==> src/rtl/ipq_pkg.sv <==
package ipq_pkg;

    typedef enum logic [1:0] {
        BIU_IDLE,
        BIU_FETCH,
        BIU_DATA,
        BIU_DATA_END
    } biu_state_e;

    function automatic int queue_depth(input int bus_w);
        return (bus_w == 16) ? 6 : 4;
    endfunction

endpackage

==> src/rtl/ipq_fifo.sv <==
module ipq_fifo #(
    parameter int DEPTH = 6,
    parameter int CNT_W = 3
) (
    input  logic             clk,
    input  logic             rst_n,
    input  logic             flush,
    input  logic [1:0]       wr_n,
    input  logic [7:0]       wr_b0,
    input  logic [7:0]       wr_b1,
    input  logic             pop,
    output logic [7:0]       head,
    output logic             valid,
    output logic [CNT_W-1:0] count
);
    logic [DEPTH-1:0][7:0] slot_q;
    logic [DEPTH-1:0][7:0] slot_nxt;
    logic                  pop_eff;
    logic [CNT_W-1:0]      base;
    logic [CNT_W-1:0]      base_p1;
    logic [CNT_W-1:0]      count_nxt;

    assign pop_eff = pop && (count != '0);
    assign base    = count - CNT_W'(pop_eff);
    assign base_p1 = base + CNT_W'(1);

    for (genvar i = 0; i < DEPTH; i++) begin : g_slot
        logic [7:0] kept;
        if (i == DEPTH - 1) begin : g_last
            assign kept = pop_eff ? 8'h00 : slot_q[i];
        end else begin : g_mid
            assign kept = pop_eff ? slot_q[i+1] : slot_q[i];
        end
        assign slot_nxt[i] =
            (wr_n == 2'd2 && base_p1 == CNT_W'(i)) ? wr_b1 :
            (wr_n != 2'd0 && base == CNT_W'(i))    ? wr_b0 : kept;
    end

    always_comb begin
        if (flush) begin
            count_nxt = '0;
        end else begin
            count_nxt = count - CNT_W'(pop_eff) + CNT_W'(wr_n);
        end
    end

    always_ff @(posedge clk) begin
        if (!rst_n) begin
            slot_q <= '0;
            count  <= '0;
        end else begin
            slot_q <= slot_nxt;
            count  <= count_nxt;
        end
    end

    assign head  = slot_q[0];
    assign valid = (count != '0);


    no_overflow_chk: assert property (@(posedge clk) disable iff (!rst_n)
        (wr_n != 2'd0) |-> (int'(count) - int'(pop_eff) + int'(wr_n) <= DEPTH));


    empty_pop_chk: assert property (@(posedge clk) disable iff (!rst_n)
        (!valid && wr_n == 2'd0) |=> !valid);

endmodule

==> src/rtl/ipq_fetch_ptr.sv <==
module ipq_fetch_ptr #(
    parameter int              ADDR_W     = 20,
    parameter logic [ADDR_W-1:0] START_ADDR = '0
) (
    input  logic              clk,
    input  logic              rst_n,
    input  logic              redir,
    input  logic [ADDR_W-1:0] redir_addr,
    input  logic [1:0]        adv,
    output logic [ADDR_W-1:0] ip
);
    always_ff @(posedge clk) begin
        if (!rst_n) begin
            ip <= START_ADDR;
        end else if (redir) begin
            ip <= redir_addr;
        end else begin
            ip <= ip + ADDR_W'(adv);
        end
    end


    ip_step_chk: assert property (@(posedge clk) disable iff (!rst_n)
        (!redir && adv == 2'd0) |=> $stable(ip));

endmodule

==> src/rtl/ipq_bus_ctrl.sv <==
module ipq_bus_ctrl
    import ipq_pkg::*;
#(
    parameter int BUS_W  = 16,
    parameter int ADDR_W = 20,
    parameter int DEPTH  = 6,
    parameter int CNT_W  = 3
) (
    input  logic              clk,
    input  logic              rst_n,
    input  logic [CNT_W-1:0]  fifo_count,
    input  logic [ADDR_W-1:0] ip,
    input  logic              redir,
    input  logic              dreq,
    input  logic              dwe,
    input  logic [ADDR_W-1:0] daddr,
    input  logic [BUS_W-1:0]  dwdata,
    input  logic [BUS_W-1:0]  mem_rdata,
    input  logic              mem_ready,
    output logic              mem_req,
    output logic              mem_we,
    output logic [ADDR_W-1:0] mem_addr,
    output logic [BUS_W-1:0]  mem_wdata,
    output logic              ddone,
    output logic [BUS_W-1:0]  drdata,
    output logic [1:0]        enq_n,
    output logic [7:0]        enq_b0,
    output logic [7:0]        enq_b1
);
    localparam int BPW = BUS_W / 8;

    biu_state_e        state;
    biu_state_e        state_nxt;
    logic [ADDR_W-1:0] bus_addr;
    logic [BUS_W-1:0]  wdata_q;
    logic [BUS_W-1:0]  drdata_q;
    logic              we_q;
    logic              drop_q;
    logic [CNT_W-1:0]  free_slots;
    logic              room;
    logic              keep;

    assign free_slots = CNT_W'(DEPTH) - fifo_count;
    assign room       = free_slots >= CNT_W'(BPW);

    // next-state logic
    always_comb begin
        state_nxt = state;
        unique case (state)
            BIU_IDLE: begin
                if (dreq) begin
                    state_nxt = BIU_DATA;
                end else if (room && !redir) begin
                    state_nxt = BIU_FETCH;
                end
            end
            BIU_FETCH: begin
                if (mem_ready) state_nxt = BIU_IDLE;
            end
            BIU_DATA: begin
                if (mem_ready) state_nxt = BIU_DATA_END;
            end
            BIU_DATA_END: begin
                state_nxt = BIU_IDLE;
            end
            default: state_nxt = BIU_IDLE;
        endcase
    end

    // state register
    always_ff @(posedge clk) begin
        if (!rst_n) begin
            state <= BIU_IDLE;
        end else begin
            state <= state_nxt;
        end
    end

    // cycle-attribute registers
    always_ff @(posedge clk) begin
        if (!rst_n) begin
            bus_addr <= '0;
            wdata_q  <= '0;
            we_q     <= 1'b0;
            drop_q   <= 1'b0;
            drdata_q <= '0;
        end else begin
            unique case (state)
                BIU_IDLE: begin
                    drop_q <= 1'b0;
                    if (dreq) begin
                        bus_addr <= daddr;
                        we_q     <= dwe;
                        wdata_q  <= dwdata;
                    end else if (room && !redir) begin
                        bus_addr <= ip;
                        we_q     <= 1'b0;
                    end
                end
                BIU_FETCH: begin
                    if (redir && !mem_ready) drop_q <= 1'b1;
                end
                BIU_DATA: begin
                    if (mem_ready) drdata_q <= mem_rdata;
                end
                BIU_DATA_END: begin
                    drop_q <= 1'b0;
                end
                default: drop_q <= 1'b0;
            endcase
        end
    end

    // outputs
    always_comb begin
        mem_req   = (state == BIU_FETCH) || (state == BIU_DATA);
        mem_we    = (state == BIU_DATA) && we_q;
        mem_addr  = bus_addr;
        mem_wdata = wdata_q;
        ddone     = (state == BIU_DATA_END);
        drdata    = drdata_q;
    end

    assign keep = (state == BIU_FETCH) && mem_ready && !drop_q && !redir;

    if (BUS_W == 16) begin : g_wide
        always_comb begin
            enq_n  = 2'd0;
            enq_b0 = mem_rdata[7:0];
            enq_b1 = mem_rdata[15:8];
            if (keep) begin
                if (bus_addr[0]) begin
                    enq_n  = 2'd1;
                    enq_b0 = mem_rdata[15:8];
                end else begin
                    enq_n  = 2'd2;
                end
            end
        end
    end else begin : g_narrow
        always_comb begin
            enq_n  = keep ? 2'd1 : 2'd0;
            enq_b0 = mem_rdata[7:0];
            enq_b1 = 8'h00;
        end
    end


    bus_hold_chk: assert property (@(posedge clk) disable iff (!rst_n)
        (mem_req && !mem_ready) |=> (mem_req && $stable(mem_addr) && $stable(mem_we)));


    ddone_pulse_chk: assert property (@(posedge clk) disable iff (!rst_n)
        ddone |=> !ddone);


    drop_no_enq_chk: assert property (@(posedge clk) disable iff (!rst_n)
        drop_q |-> (enq_n == 2'd0));

endmodule

==> src/rtl/ipq_unit.sv <==
module ipq_unit #(
    parameter int                BUS_W      = 16,
    parameter int                ADDR_W     = 20,
    parameter logic [ADDR_W-1:0] START_ADDR = 20'h00100
) (
    input  logic              clk,
    input  logic              rst_n,
    output logic              mem_req,
    output logic              mem_we,
    output logic [ADDR_W-1:0] mem_addr,
    output logic [BUS_W-1:0]  mem_wdata,
    input  logic [BUS_W-1:0]  mem_rdata,
    input  logic              mem_ready,
    output logic [7:0]        q_byte,
    output logic              q_valid,
    input  logic              q_pop,
    input  logic              dreq,
    input  logic              dwe,
    input  logic [ADDR_W-1:0] daddr,
    input  logic [BUS_W-1:0]  dwdata,
    output logic [BUS_W-1:0]  drdata,
    output logic              ddone,
    input  logic              redir,
    input  logic [ADDR_W-1:0] redir_addr
);
    localparam int DEPTH = ipq_pkg::queue_depth(BUS_W);
    localparam int CNT_W = $clog2(DEPTH + 1);

    logic [CNT_W-1:0]  fifo_count;
    logic [ADDR_W-1:0] ip;
    logic [1:0]        enq_n;
    logic [7:0]        enq_b0;
    logic [7:0]        enq_b1;

    ipq_fetch_ptr #(
        .ADDR_W     (ADDR_W),
        .START_ADDR (START_ADDR)
    ) ptr_i (
        .clk        (clk),
        .rst_n      (rst_n),
        .redir      (redir),
        .redir_addr (redir_addr),
        .adv        (enq_n),
        .ip         (ip)
    );

    ipq_bus_ctrl #(
        .BUS_W  (BUS_W),
        .ADDR_W (ADDR_W),
        .DEPTH  (DEPTH),
        .CNT_W  (CNT_W)
    ) ctrl_i (
        .clk        (clk),
        .rst_n      (rst_n),
        .fifo_count (fifo_count),
        .ip         (ip),
        .redir      (redir),
        .dreq       (dreq),
        .dwe        (dwe),
        .daddr      (daddr),
        .dwdata     (dwdata),
        .mem_rdata  (mem_rdata),
        .mem_ready  (mem_ready),
        .mem_req    (mem_req),
        .mem_we     (mem_we),
        .mem_addr   (mem_addr),
        .mem_wdata  (mem_wdata),
        .ddone      (ddone),
        .drdata     (drdata),
        .enq_n      (enq_n),
        .enq_b0     (enq_b0),
        .enq_b1     (enq_b1)
    );

    ipq_fifo #(
        .DEPTH (DEPTH),
        .CNT_W (CNT_W)
    ) fifo_i (
        .clk   (clk),
        .rst_n (rst_n),
        .flush (redir),
        .wr_n  (enq_n),
        .wr_b0 (enq_b0),
        .wr_b1 (enq_b1),
        .pop   (q_pop),
        .head  (q_byte),
        .valid (q_valid),
        .count (fifo_count)
    );


    flush_empty_chk: assert property (@(posedge clk) disable iff (!rst_n)
        redir |=> !q_valid);


    data_first_chk: assert property (@(posedge clk) disable iff (!rst_n)
        (dreq && !mem_req && !ddone) |=> (mem_req && mem_addr == $past(daddr)));


    reset_quiet_chk: assert property (@(posedge clk)
        !rst_n |=> (!q_valid && !mem_req));

endmodule

==> config.mk <==
export PLATFORM = sky130hd
export DESIGN_NAME = ipq_unit
export DESIGN_NICKNAME = d
export VERILOG_FILES = /design/src/rtl/ipq_pkg.sv /design/src/rtl/ipq_fifo.sv /design/src/rtl/ipq_fetch_ptr.sv /design/src/rtl/ipq_bus_ctrl.sv /design/src/rtl/ipq_unit.sv
export SDC_FILE = /design/constraint.sdc
export NUM_CORES = 1
export LEC_CHECK = 0
export ABC_AREA = 1
export BUFFER_PORTS_ARGS = -buffer_cell sky130_fd_sc_hd__clkbuf_2
export CAP_MARGIN = 25
export CORE_MARGIN = 4
export CORE_UTILIZATION = 45
export CTS_CLUSTER_SIZE = 30
export DETAILED_ROUTE_END_ITERATION = 6
export GPL_TIMING_DRIVEN = 1
export HOLD_SLACK_MARGIN = 0.15
export MAX_ROUTING_LAYER = met4
export PLACE_DENSITY = 0.76
export SKIP_CTS_REPAIR_TIMING = 1
export SYNTH_ARGS = -nofsm -noshare
export SYNTH_HDL_FRONTEND = slang
export SYNTH_SLANG_ARGS = --single-unit
==> constraint.sdc <==
create_clock -name clk -period 7 [get_ports clk]
set_clock_uncertainty 0.05 [all_clocks]
set_input_delay 1.4 -clock clk [delete_from_list [all_inputs] [get_ports clk]]
set_output_delay 1.4 -clock clk [all_outputs]
set_load 0.02 [all_outputs]
==> reports/metrics.yaml, run 1 <==
outcome:
  violations: "DRC"
  status: "finished with violations"
routing:
  vias_per_cell: 5.33
  drtAntennaViolNets: 0
  drt-total-wl_um: 18800
  drt_first_pass_iters: 7
  drcViolationCount: 1
  drtIter0Drc: 742
  avgRoutedWirePerCell_um: 15.0
  vias: 6678
yosys:
  synth.avg_cell_area_sq_um: 6.92
  ys_ff_latch: 127
  yosysWarnings: 0
  synth_area_leaders: "dfxtp_1, o21ai_0, nand2_1"
  synth_cells: 937
  synth_top_cell_by_area: "dfxtp_1"
  synth_top_cell_area_share_pct: 39.2
  syn_area_sq_um: 6490
  synth.distinct_cells: 39
  ys_seq_area_share_pct: 39.2
  synth_nets: 1029
clocking:
  cts_tree: "done"
  root_buffer: "clkbuf_16"
  numClockSinks: 127
  ctsHtreeMaxLevel: 4
  clk_pin_slew_ps: 50
  cts_buffers: 17
  clock_path_buffers: 2
  clkLatencyLatePin_ps: 420
floorplan:
  core-area_sq_um: 14000
  rows: 43
  die_y_um: 128
  start_util_pct: 46.4
  top_level_ports: 143
  die_w_um: 128
  die_area_sq_um: 16400
job:
  cap_violations: 0
timing:
  rsz0062_at_grt: "false"
  timing.final.crit_share_pct: 59.9
  fmax_ghz: 0.238
  min_period_ps: 4200
  hold_viol_final: 0
  drv_slew: 0
  setup_viol: 0
  slew_headroom_pct: 34.6
  tns_ps: 0
  tightest_slew_ps: 980
  whs_ps: 415
worst_setup_path:
  crit_top_cell: "inv_1"
  critPathMaxStageDelay_ps: 500
  path_class: "in2reg"
  crit_path_cell_trace: "clkbuf_2, nand2_1, inv_1, ha_1, ha_1, inv_1, nand2_1, nand2_4, inv_2, ha_1, inv_1, nor2_1, inv_1, nor3_1, nor3_2, inv_2, o21ai_0, a21oi_1"
  worst_setup_path_end_kind: "register"
  crit_fanout: 10
  worstPathArrival_ps: 4490
  worstPathRequired_ps: 7290
  cp.buffers_inverters: 7
  cp_top_family: "simple AND/OR/NAND/NOR gates"
  crit_slowest_cell: "nor3_1"
  worstSetupStartpointType: "primary input"
global_route:
  track_usage_pct: 23.2
  grt_pass1_wl_um: 29800
  antenna_found_initial: 0
  grt.overflow.total: 0
  grt_max_degree: 105
  grt_pass1_vias: 6069
power:
  peakVddDrop_mv: 0.203
  power.leakage_nw: 3.78
  powerDensity_nw_per_um2: 301
  power_w: 0.00237
final_layout:
  area_growth_pct: 21.6
  layout.cells.most_common: "nand2_1"
  nets: 1152
  drive_gt1_share_pct: 20.1
  seq_area_sq_um: 2540
  antenna_cells: 0
  multi_input_comb_area_sq_um: 3310
  fillers: 1347
  final_cell_mix: "nand2_1, clkbuf_2, o21ai_0"
placement:
  port_buffers: 142
  hpwl_um: 13700
  gp_congestion: 0.921
min_path:
  hp-class: "reg2reg"
[worst min-delay path: stages, from the launching register on]
cell and delay (ps):
dfxtp_1 310, nand2_1 60, a21oi_1 50
[routing by layer]
| metal | global-route usage, % | part of all wire (%) | vias to the layer above |
|---|---|---|---|
| met4 | 10.9 | 3.8 | 0 |
| met1 | 30.2 | 43 | 2944 |
| li1 | - | - | 3348 |
| met3 | 4.50 | 8.1 | 65 |
| met2 | 34.7 | 45 | 321 |
| met5 | - | 0 | - |
[registers in the layout, indices dropped and copies added (netlist names)]
name,flops
fifo_i.slot_q,40
ctrl_i.mem_addr,20
ctrl_i.state,2
fifo_i.head,8
ctrl_i.mem_wdata,16
ctrl_i.we_q,1
ctrl_i.drop_q,1
ctrl_i.drdata,16
fifo_i.count,3
ptr_i.ip,20
[metrics by stage]
step | util (%) | instances | setup slack [ps] | instance area, sq um
global placement | 51.9 | 1220 | 2020 | 7250
finish | 56.4 | 1253 | 2800 | 7890
global route | 56.4 | 1253 | 2610 | 7890
CTS | 56.4 | 1253 | 2910 | 7890
floorplan | - | 937 | 3190 | 6490
detailed placement | 51.9 | 1221 | 2480 | 7260
[power breakdown]
part / leakage, nW / switching, W / total [W] / internal (W)
sequential: 1.04 / 0.0000628 / 0.000890 / 0.000827
clock: 0.311 / 0.000306 / 0.000933 / 0.000626
combinational: 2.42 / 0.000377 / 0.000549 / 0.000171
[layout make-up]
type,count,share of cell area (%)
well taps,180,2.85
clock inverters,4,1.21
inverters,120,5.77
clock buffers,28,6.80
repair buffers,144,9.17
multi-input cells,650,42.0
flip-flops and latches,127,32.2
[cells in the mapped netlist (all sizes together)]
| cell | number |
|---|---|
| a21o | 1 |
| a21oi | 61 |
| a31oi | 24 |
| buf | 11 |
| clkbuf | 29 |
| clkinv | 1 |
| dfxtp | 127 |
| fa | 1 |
| ha | 12 |
| inv | 119 |
| nand2 | 168 |
| nand3 | 27 |
| nand3b | 3 |
| nand4 | 4 |
| nor2 | 120 |
| nor3 | 27 |
| o211ai | 16 |
| o21ai | 160 |
| o21bai | 4 |
| o221a | 1 |
| o221ai | 3 |
| o22ai | 6 |
| or2 | 3 |
| xnor2 | 1 |
| xor2 | 8 |
[kinds of logic (layout without fill, tap and decap cells)]
family	Yosys count	in the layout	share of synthesized area, %
AND/OR/NAND/NOR	352	352	24.1
AO/OA/AOI/OAI	276	276	23.1
buffers and inverters	160	296	9.74
flip-flops	127	127	39.2
adder cells (fa/ha/maj)	13	13	2.62
XOR/XNOR	9	9	1.22
[worst paths after layout]
kind	slack, ps	to	cells past startpoint	from
worst min register to register	420	ctrl_i.we_q	2	ctrl_i.we_q
worst max register to register	3150	fifo_i.head[5]	20	fifo_i.count[0]
worst max-delay path	2800	fifo_i.head[5]	18	q_pop
worst min-delay path	420	ctrl_i.we_q	2	ctrl_i.we_q
(Power assumes the default switching activity.)
==> run 2: changes to the inputs <==
==> constraint.sdc (replaced) <==
create_clock -name clk -period 4 [get_ports clk]
set_clock_uncertainty 0.05 [all_clocks]
set_input_delay 0.8 -clock clk [delete_from_list [all_inputs] [get_ports clk]]
set_output_delay 0.8 -clock clk [all_outputs]
set_load 0.02 [all_outputs]
==> run 2 against run 1 <==
  * The flow now finishes without violations
  * Cell count up 0.40%
  * Critical path type is now reg2reg
  * Largest cell class unchanged
  * Critical path depth up 2
  * Setup slack worse by 2300 ps
  * Sequential share of layout area about the same
  * Via count down 0.72%
  * Flip-flop and latch count unchanged
  * Largest power group is now sequential cells
  * Highest routed layer unchanged
  * Total power up 71%
  * Core utilization about the same
  * Hold slack better by 13 ps
  * Global-route usage down 0.11 points
==> reports/metrics.yaml, run 2 (synthesized netlist as in run 1, its figures left out) <==
outcome:
  status: "complete, no violations"
power:
  powerDensity_nw_per_um2: 514  # +71%
  internal_power_w: 0.00269  # +66%
  peakVddDrop_mv: 0.295  # +45%
  switching_power_w: 0.00137  # +83%
  power.leakage_nw: 3.77  # -0.27%
  p_seq_share_pct: 38.4  # +0.9 points
  clockPowerShare_pct: 38.0  # -1.3 points
  power.share.switching_pct: 33.7  # +2.2 points
  p_comb_share_pct: 23.7  # +0.6 points
clocking:
  cts_tree: "done"
  numClockSinks: 127  # unchanged
  cts_buffers: 17  # unchanged
  clk_pin_slew_ps: 60  # about the same
  clkLatencyLatePin_ps: 410  # about the same
  ctsHtreeMaxLevel: 4  # unchanged
  root_buffer: "clkbuf_16"
  clock_path_buffers: 2  # unchanged
final_layout:
  nets: 1157  # +0.43%
  layout.cells.most_common: "nand2_1"
  antenna_cells: 0  # unchanged
  regMostFlops: "fifo_i.slot_q"
  final_cell_mix: "nand2_1, clkbuf_2, o21ai_0"
  largest_reg_flops: 40  # unchanged
  drive_gt1_share_pct: 20.9  # +0.74 points
  area_growth_pct: 21.7  # about the same
timing:
  timing.final.crit_share_pct: 86.8
  hold_viol_final: 0  # unchanged
  slew_headroom_pct: 34.9  # +0.30 points
  rsz0062_at_grt: "false"
  drv_slew: 0  # unchanged
  setup_ws_ps: 528  # -2280 ps
  setup_viol: 0  # unchanged
  whs_ps: 429  # +13.4 ps
  fmax_ghz: 0.288
  min_period_ps: 3470
  tightest_slew_ps: 976  # -4.43 ps
  tns_ps: 0  # unchanged
worst_setup_path:
  worst_setup_path_end_kind: "register"
  worstPathArrival_ps: 3710  # -780 ps
  worstPathRequired_ps: 4240  # -3050 ps
  crit_fanout: 11  # +1
  path_class: "reg2reg"
  worstSetupStartpointType: "register"
global_route:
  grt_max_degree: 52  # -50%
  grt.overflow.total: 0  # unchanged
  grt_pass1_vias: 6061  # -0.13%
  antenna_found_initial: 0  # unchanged
  track_usage_pct: 23.0  # -0.11 points
  grt_pass1_wl_um: 29900  # +0.56%
placement:
  gp_congestion: 0.924  # +0.39%
  hpwl_um: 13400  # -1.9%
  dpl_worst_slack_ps: 342  # -2140 ps
  port_buffers: 142  # unchanged
floorplan:
  die_area_sq_um: 16400  # unchanged
  start_util_pct: 46.4  # unchanged
  core-area_sq_um: 14000  # unchanged
  rows: 43  # unchanged
  top_level_ports: 143  # unchanged
  die_y_um: 128  # unchanged
  die_w_um: 128  # unchanged
min_path:
  hp-class: "reg2reg"
routing:
  drcViolationCount: 0  # -1
  drt_first_pass_iters: 5  # -2
  drt-total-wl_um: 18300  # -2.6%
  vias: 6630  # -0.72%
  avgRoutedWirePerCell_um: 14.6  # -3.0%
  drtIter0Drc: 625  # -16%
  drtAntennaViolNets: 0  # unchanged
  vias_per_cell: 5.27  # -1.1%
job:
  cap_violations: 0  # unchanged
## run 2: cell count changes in the layout (fill, tap and decap cells not counted), sizes merged
cell,change
buf,+5
clkinv,+2
clkinvlp,+5
clkbuf,-10
bufinv,-1
inv,+4
## run 2: path summary, 6_finish.rpt
| kind | from | endpoint | slack [ps] | depth (start not counted) |
|---|---|---|---|---|
| setup reg to reg | fifo_i.count[1] | fifo_i.head[5] | 530 | 20 |
| setup / recovery | fifo_i.count[1] | fifo_i.head[5] | 530 | 20 |
| hold / removal | fifo_i.slot_q[44] | fifo_i.slot_q[44] | 430 | 2 |
| hold reg to reg | fifo_i.slot_q[44] | fifo_i.slot_q[44] | 430 | 2 |
## run 2: metrics by stage
| stage | std cells | cell area (sq um) | power [W] | util [%] |
|---|---|---|---|---|
| 6_report | 1258 | 7900 | 0.00406 | 56.4 |
| 3_5_place_dp | 1226 | 7300 | 0.00253 | 52.2 |
| 2_1_floorplan | 937 | 6490 | 0.00222 | - |
| 5_1_grt | 1258 | 7900 | 0.00428 | 56.4 |
| 3_3_place_gp | 1226 | 7300 | 0.00252 | 52.2 |
| 4_1_cts | 1258 | 7900 | 0.00408 | 56.4 |
## run 2: area by class of cell
cell class	instances	area (sq um)
Clock buffer	18	439
Clock inverter	14	158
Fill cell	1343	6090
Inverter	120	455
Multi-Input combinational cell	650	3310
Sequential cell	127	2540
Tap cell	180	225
Timing Repair Buffer	149	763
## run 2: critical path, stage by stage (launching register included)
cell,delay [ps]
dfxtp_1,310
inv_1,90
ha_1,160
nand2_1,90
nand2_1,230
inv_1,180
ha_1,220
ha_1,190
inv_1,50
nand2_1,70
nand2_4,110
inv_2,80
ha_1,320
inv_1,50
nor2_1,160
inv_1,90
nor3_1,310
buf_4,230
inv_1,130
o211ai_1,130
a21oi_1,90
## run 2: power by group through the flow
stage	Combinational, W	Sequential [W]	Clock (W)
6_report	0.000962	0.00156	0.00154
5_1_grt	0.00108	0.00158	0.00163
4_1_cts	0.000960	0.00156	0.00156
3_5_place_dp	0.000951	0.00158	0
3_3_place_gp	0.000944	0.00157	0
2_1_floorplan	0.000488	0.00173	0
## run 2: metal layers
metal | vias to the layer above | share of wire, % | track usage (%)
met5 | - | 0 | -
met3 | 24 | 7.7 | 4.13
met4 | 0 | 1.7 | 7.18
li1 | 3351 | - | -
met1 | 2998 | 46 | 31.5
met2 | 257 | 45 | 34.9
==> run 3: changes to the inputs <==
--- a/config.mk
+++ b/config.mk
@@ -8,7 +8,6 @@
 export ABC_AREA = 1
 export BUFFER_PORTS_ARGS = -buffer_cell sky130_fd_sc_hd__clkbuf_2
 export CAP_MARGIN = 25
-export CORE_MARGIN = 4
 export CORE_UTILIZATION = 45
 export CTS_CLUSTER_SIZE = 30
 export DETAILED_ROUTE_END_ITERATION = 6
@@ -16,6 +15,7 @@
 export HOLD_SLACK_MARGIN = 0.15
 export MAX_ROUTING_LAYER = met4
 export PLACE_DENSITY = 0.76
+export RECOVER_POWER = 25
 export SKIP_CTS_REPAIR_TIMING = 1
 export SYNTH_ARGS = -nofsm -noshare
 export SYNTH_HDL_FRONTEND = slang
==> constraint.sdc (replaced) <==
create_clock -name clk -period 4.4 [get_ports clk]
set_clock_uncertainty 0.05 [all_clocks]
set_input_delay 0.88 -clock clk [delete_from_list [all_inputs] [get_ports clk]]
set_output_delay 0.88 -clock clk [all_outputs]
set_load 0.02 [all_outputs]
==> run 3 against run 2 <==
  * Non-clock buffer count did not move
  * Flip-flop and latch count did not move
  * Die area down 9.2%
  * Clock-buffer cell count increased by 3
  * Core utilization fell by 0.23 points
  * Clock power down 4%
  * Cell count unchanged
  * Routed wire length shrank 1.3%
  * Sequential share of layout area up 0.13 points
  * Largest power group is now clock
==> reports/metrics.yaml, run 3 (synthesized netlist as in run 1, its figures left out) <==
floorplan:
  rows: 43  # unchanged
  die_w_um: 122  # -4.7%
  start_util_pct: 46.4  # unchanged
  die_area_sq_um: 14900  # -9.2%
  core-area_sq_um: 14000  # unchanged
  top_level_ports: 143  # unchanged
  die_y_um: 122  # -4.7%
routing:
  avgRoutedWirePerCell_um: 14.4  # -1.3%
  drtIter0Drc: 608  # -2.7%
  drt_first_pass_iters: 6  # +1
  drtAntennaViolNets: 0  # unchanged
  drcViolationCount: 0  # unchanged
  vias: 6668  # +0.57%
  vias_per_cell: 5.30  # +0.57%
  drt-total-wl_um: 18100  # -1.3%
clocking:
  ctsHtreeMaxLevel: 4  # unchanged
  clkLatencyLatePin_ps: 420  # about the same
  numClockSinks: 127  # unchanged
  clk_pin_slew_ps: 60  # about the same
  cts_buffers: 17  # unchanged
  root_buffer: "clkbuf_16"
  cts_tree: "done"
  clock_path_buffers: 2  # unchanged
placement:
  port_buffers: 142  # unchanged
  gp_congestion: 0.872  # -5.7%
  hpwl_um: 13000  # -2.8%
  post-place-cells: 1226  # unchanged
worst_setup_path:
  worstPathArrival_ps: 4050  # +340 ps
  crit_fanout: 10  # -1
  cp_top_family: "simple AND/OR/NAND/NOR gates"
  worstPathRequired_ps: 4710  # +470 ps
  crit_cells: 20  # unchanged
  crit_path_cell_trace: "inv_1, ha_1, nand2_1, nand2_1, inv_1, ha_1, ha_1, inv_1, nand2_1, nand2_4, inv_2, ha_1, inv_1, nor2_1, inv_1, nor3_1, nor3_2, inv_2, o21ai_0, a21oi_1"
  path_class: "reg2reg"
  worstSetupStartpointType: "register"
  r2r-start: "fifo_i.count[0]"
  reg2reg_depth: 20  # unchanged
  crit_slowest_cell: "nor3_1"
  r2r_slack_ps: 660  # +130 ps
  critPathMaxStageDelay_ps: 490  # +170 ps
  crit_top_cell: "inv_1"
  rr_endpoint: "fifo_i.head[6]"
  worst_setup_path_end_kind: "register"
  cp.buffers_inverters: 7  # -1
final_layout:
  final_cell_mix: "nand2_1, o21ai_0, dfxtp_1"
  multi_input_comb_area_sq_um: 3310  # unchanged
  final_util_pct: 56.2  # -0.23 points
  seq_area_sq_um: 2540  # unchanged
  fillers: 1341  # -0.15%
  largest_reg_flops: 40  # unchanged
  antenna_cells: 0  # unchanged
  drive_gt1_share_pct: 16.3  # -4.5 points
  nets: 1157  # unchanged
  layout.cells.most_common: "nand2_1"
  finalNonFillerCells: 1258  # unchanged
  area_growth_pct: 21.2
  regMostFlops: "fifo_i.slot_q"
min_path:
  hp-class: "reg2reg"
  hold_depth: 2  # unchanged
  hp-start: "ctrl_i.we_q"
  hold-path-endpoint: "ctrl_i.we_q"
global_route:
  grt_pass1_vias: 5867  # -3.2%
  grt_max_degree: 47  # -9.6%
  antenna_found_initial: 0  # unchanged
  grt_pass1_wl_um: 29100  # -2.9%
  grt.overflow.total: 0  # unchanged
  track_usage_pct: 25.9  # +2.8 points
timing:
  whs_ps: 426  # -2.87 ps
  drv_slew: 0  # unchanged
  setup_viol: 0  # unchanged
  timing.final.crit_share_pct: 85.0  # -1.8 points
  fmax_ghz: 0.267  # -7.2%
  hold_viol_final: 0  # unchanged
  slew_headroom_pct: 29.6  # -5.2 points
  tns_ps: 0  # unchanged
  min_period_ps: 3740  # +270 ps
  tightest_slew_ps: 1060  # +79.4 ps
  rsz0062_at_grt: "false"
job:
  cap_violations: 0  # unchanged
power:
  powerDensity_nw_per_um2: 476  # -7.5%
  peakVddDrop_mv: 0.302  # +2.3%
  power_w: 0.00374  # -7.8%
  power.leakage_nw: 3.63  # -3.6%
outcome:
  status: "complete, no violations"
-- run 3: changes by cell type in the layout (fill, tap and decap cells not counted) --
cell / delta
clkbuf_1: +49
clkbuf_2: -47
clkinv_2: +3
inv_6: -3
bufinv_16: +2
clkinv_4: -2
clkinvlp_4: -2
clkbuf_8: +1
inv_8: -1
-- run 3: report_power, final --
| part | internal [W] | switching [W] | leakage (nW) |
|---|---|---|---|
| Sequential | 0.00132 | 0.0000990 | 1.04 |
| Combinational | 0.000251 | 0.000592 | 2.29 |
| Clock | 0.000972 | 0.000511 | 0.299 |
-- run 3: metrics by stage --
step                      setup slack, ps  instance area, sq um
final                                 658                  7860
after global routing                  268                  7860
after CTS                             691                  7920
after detailed placement              469                  7300
after global placement                660                  7300
after floorplan                      1110                  6490
-- run 3: how the worst max path moves through the flow --
stage                    startpoint             end
floorplan                     q_pop  fifo_i.head[3]
global placement              q_pop  fifo_i.head[5]
detailed placement            q_pop  fifo_i.head[1]
CTS                 fifo_i.count[0]  fifo_i.head[1]
global route        fifo_i.count[0]  fifo_i.head[2]
finish              fifo_i.count[0]  fifo_i.head[6]
-- run 3: tightest hold or removal path, stage by stage, from the launching register on --
cell and delay, ps:
dfxtp_1 310, nand2_1 60, a21oi_1 50
-- run 3: metal layers --
| metal | vias to the layer above | GRT usage, % | share of wire, % |
|---|---|---|---|
| li1 | 3350 | - | - |
| met1 | 3023 | 34.2 | 46 |
| met2 | 273 | 39.1 | 45 |
| met3 | 22 | 4.73 | 7.6 |
| met4 | 0 | 10.1 | 1.6 |
| met5 | - | - | 0 |
-- run 3: area by class of cell --
cell class                 count  area share [%]
sequential                   127            32.3
timing repair buffer         149            8.96
clock buffer                  21            5.86
multi-input combinational    650            42.1
inverter                     120            5.79
clock inverter                11            2.07
tap                          180            2.86
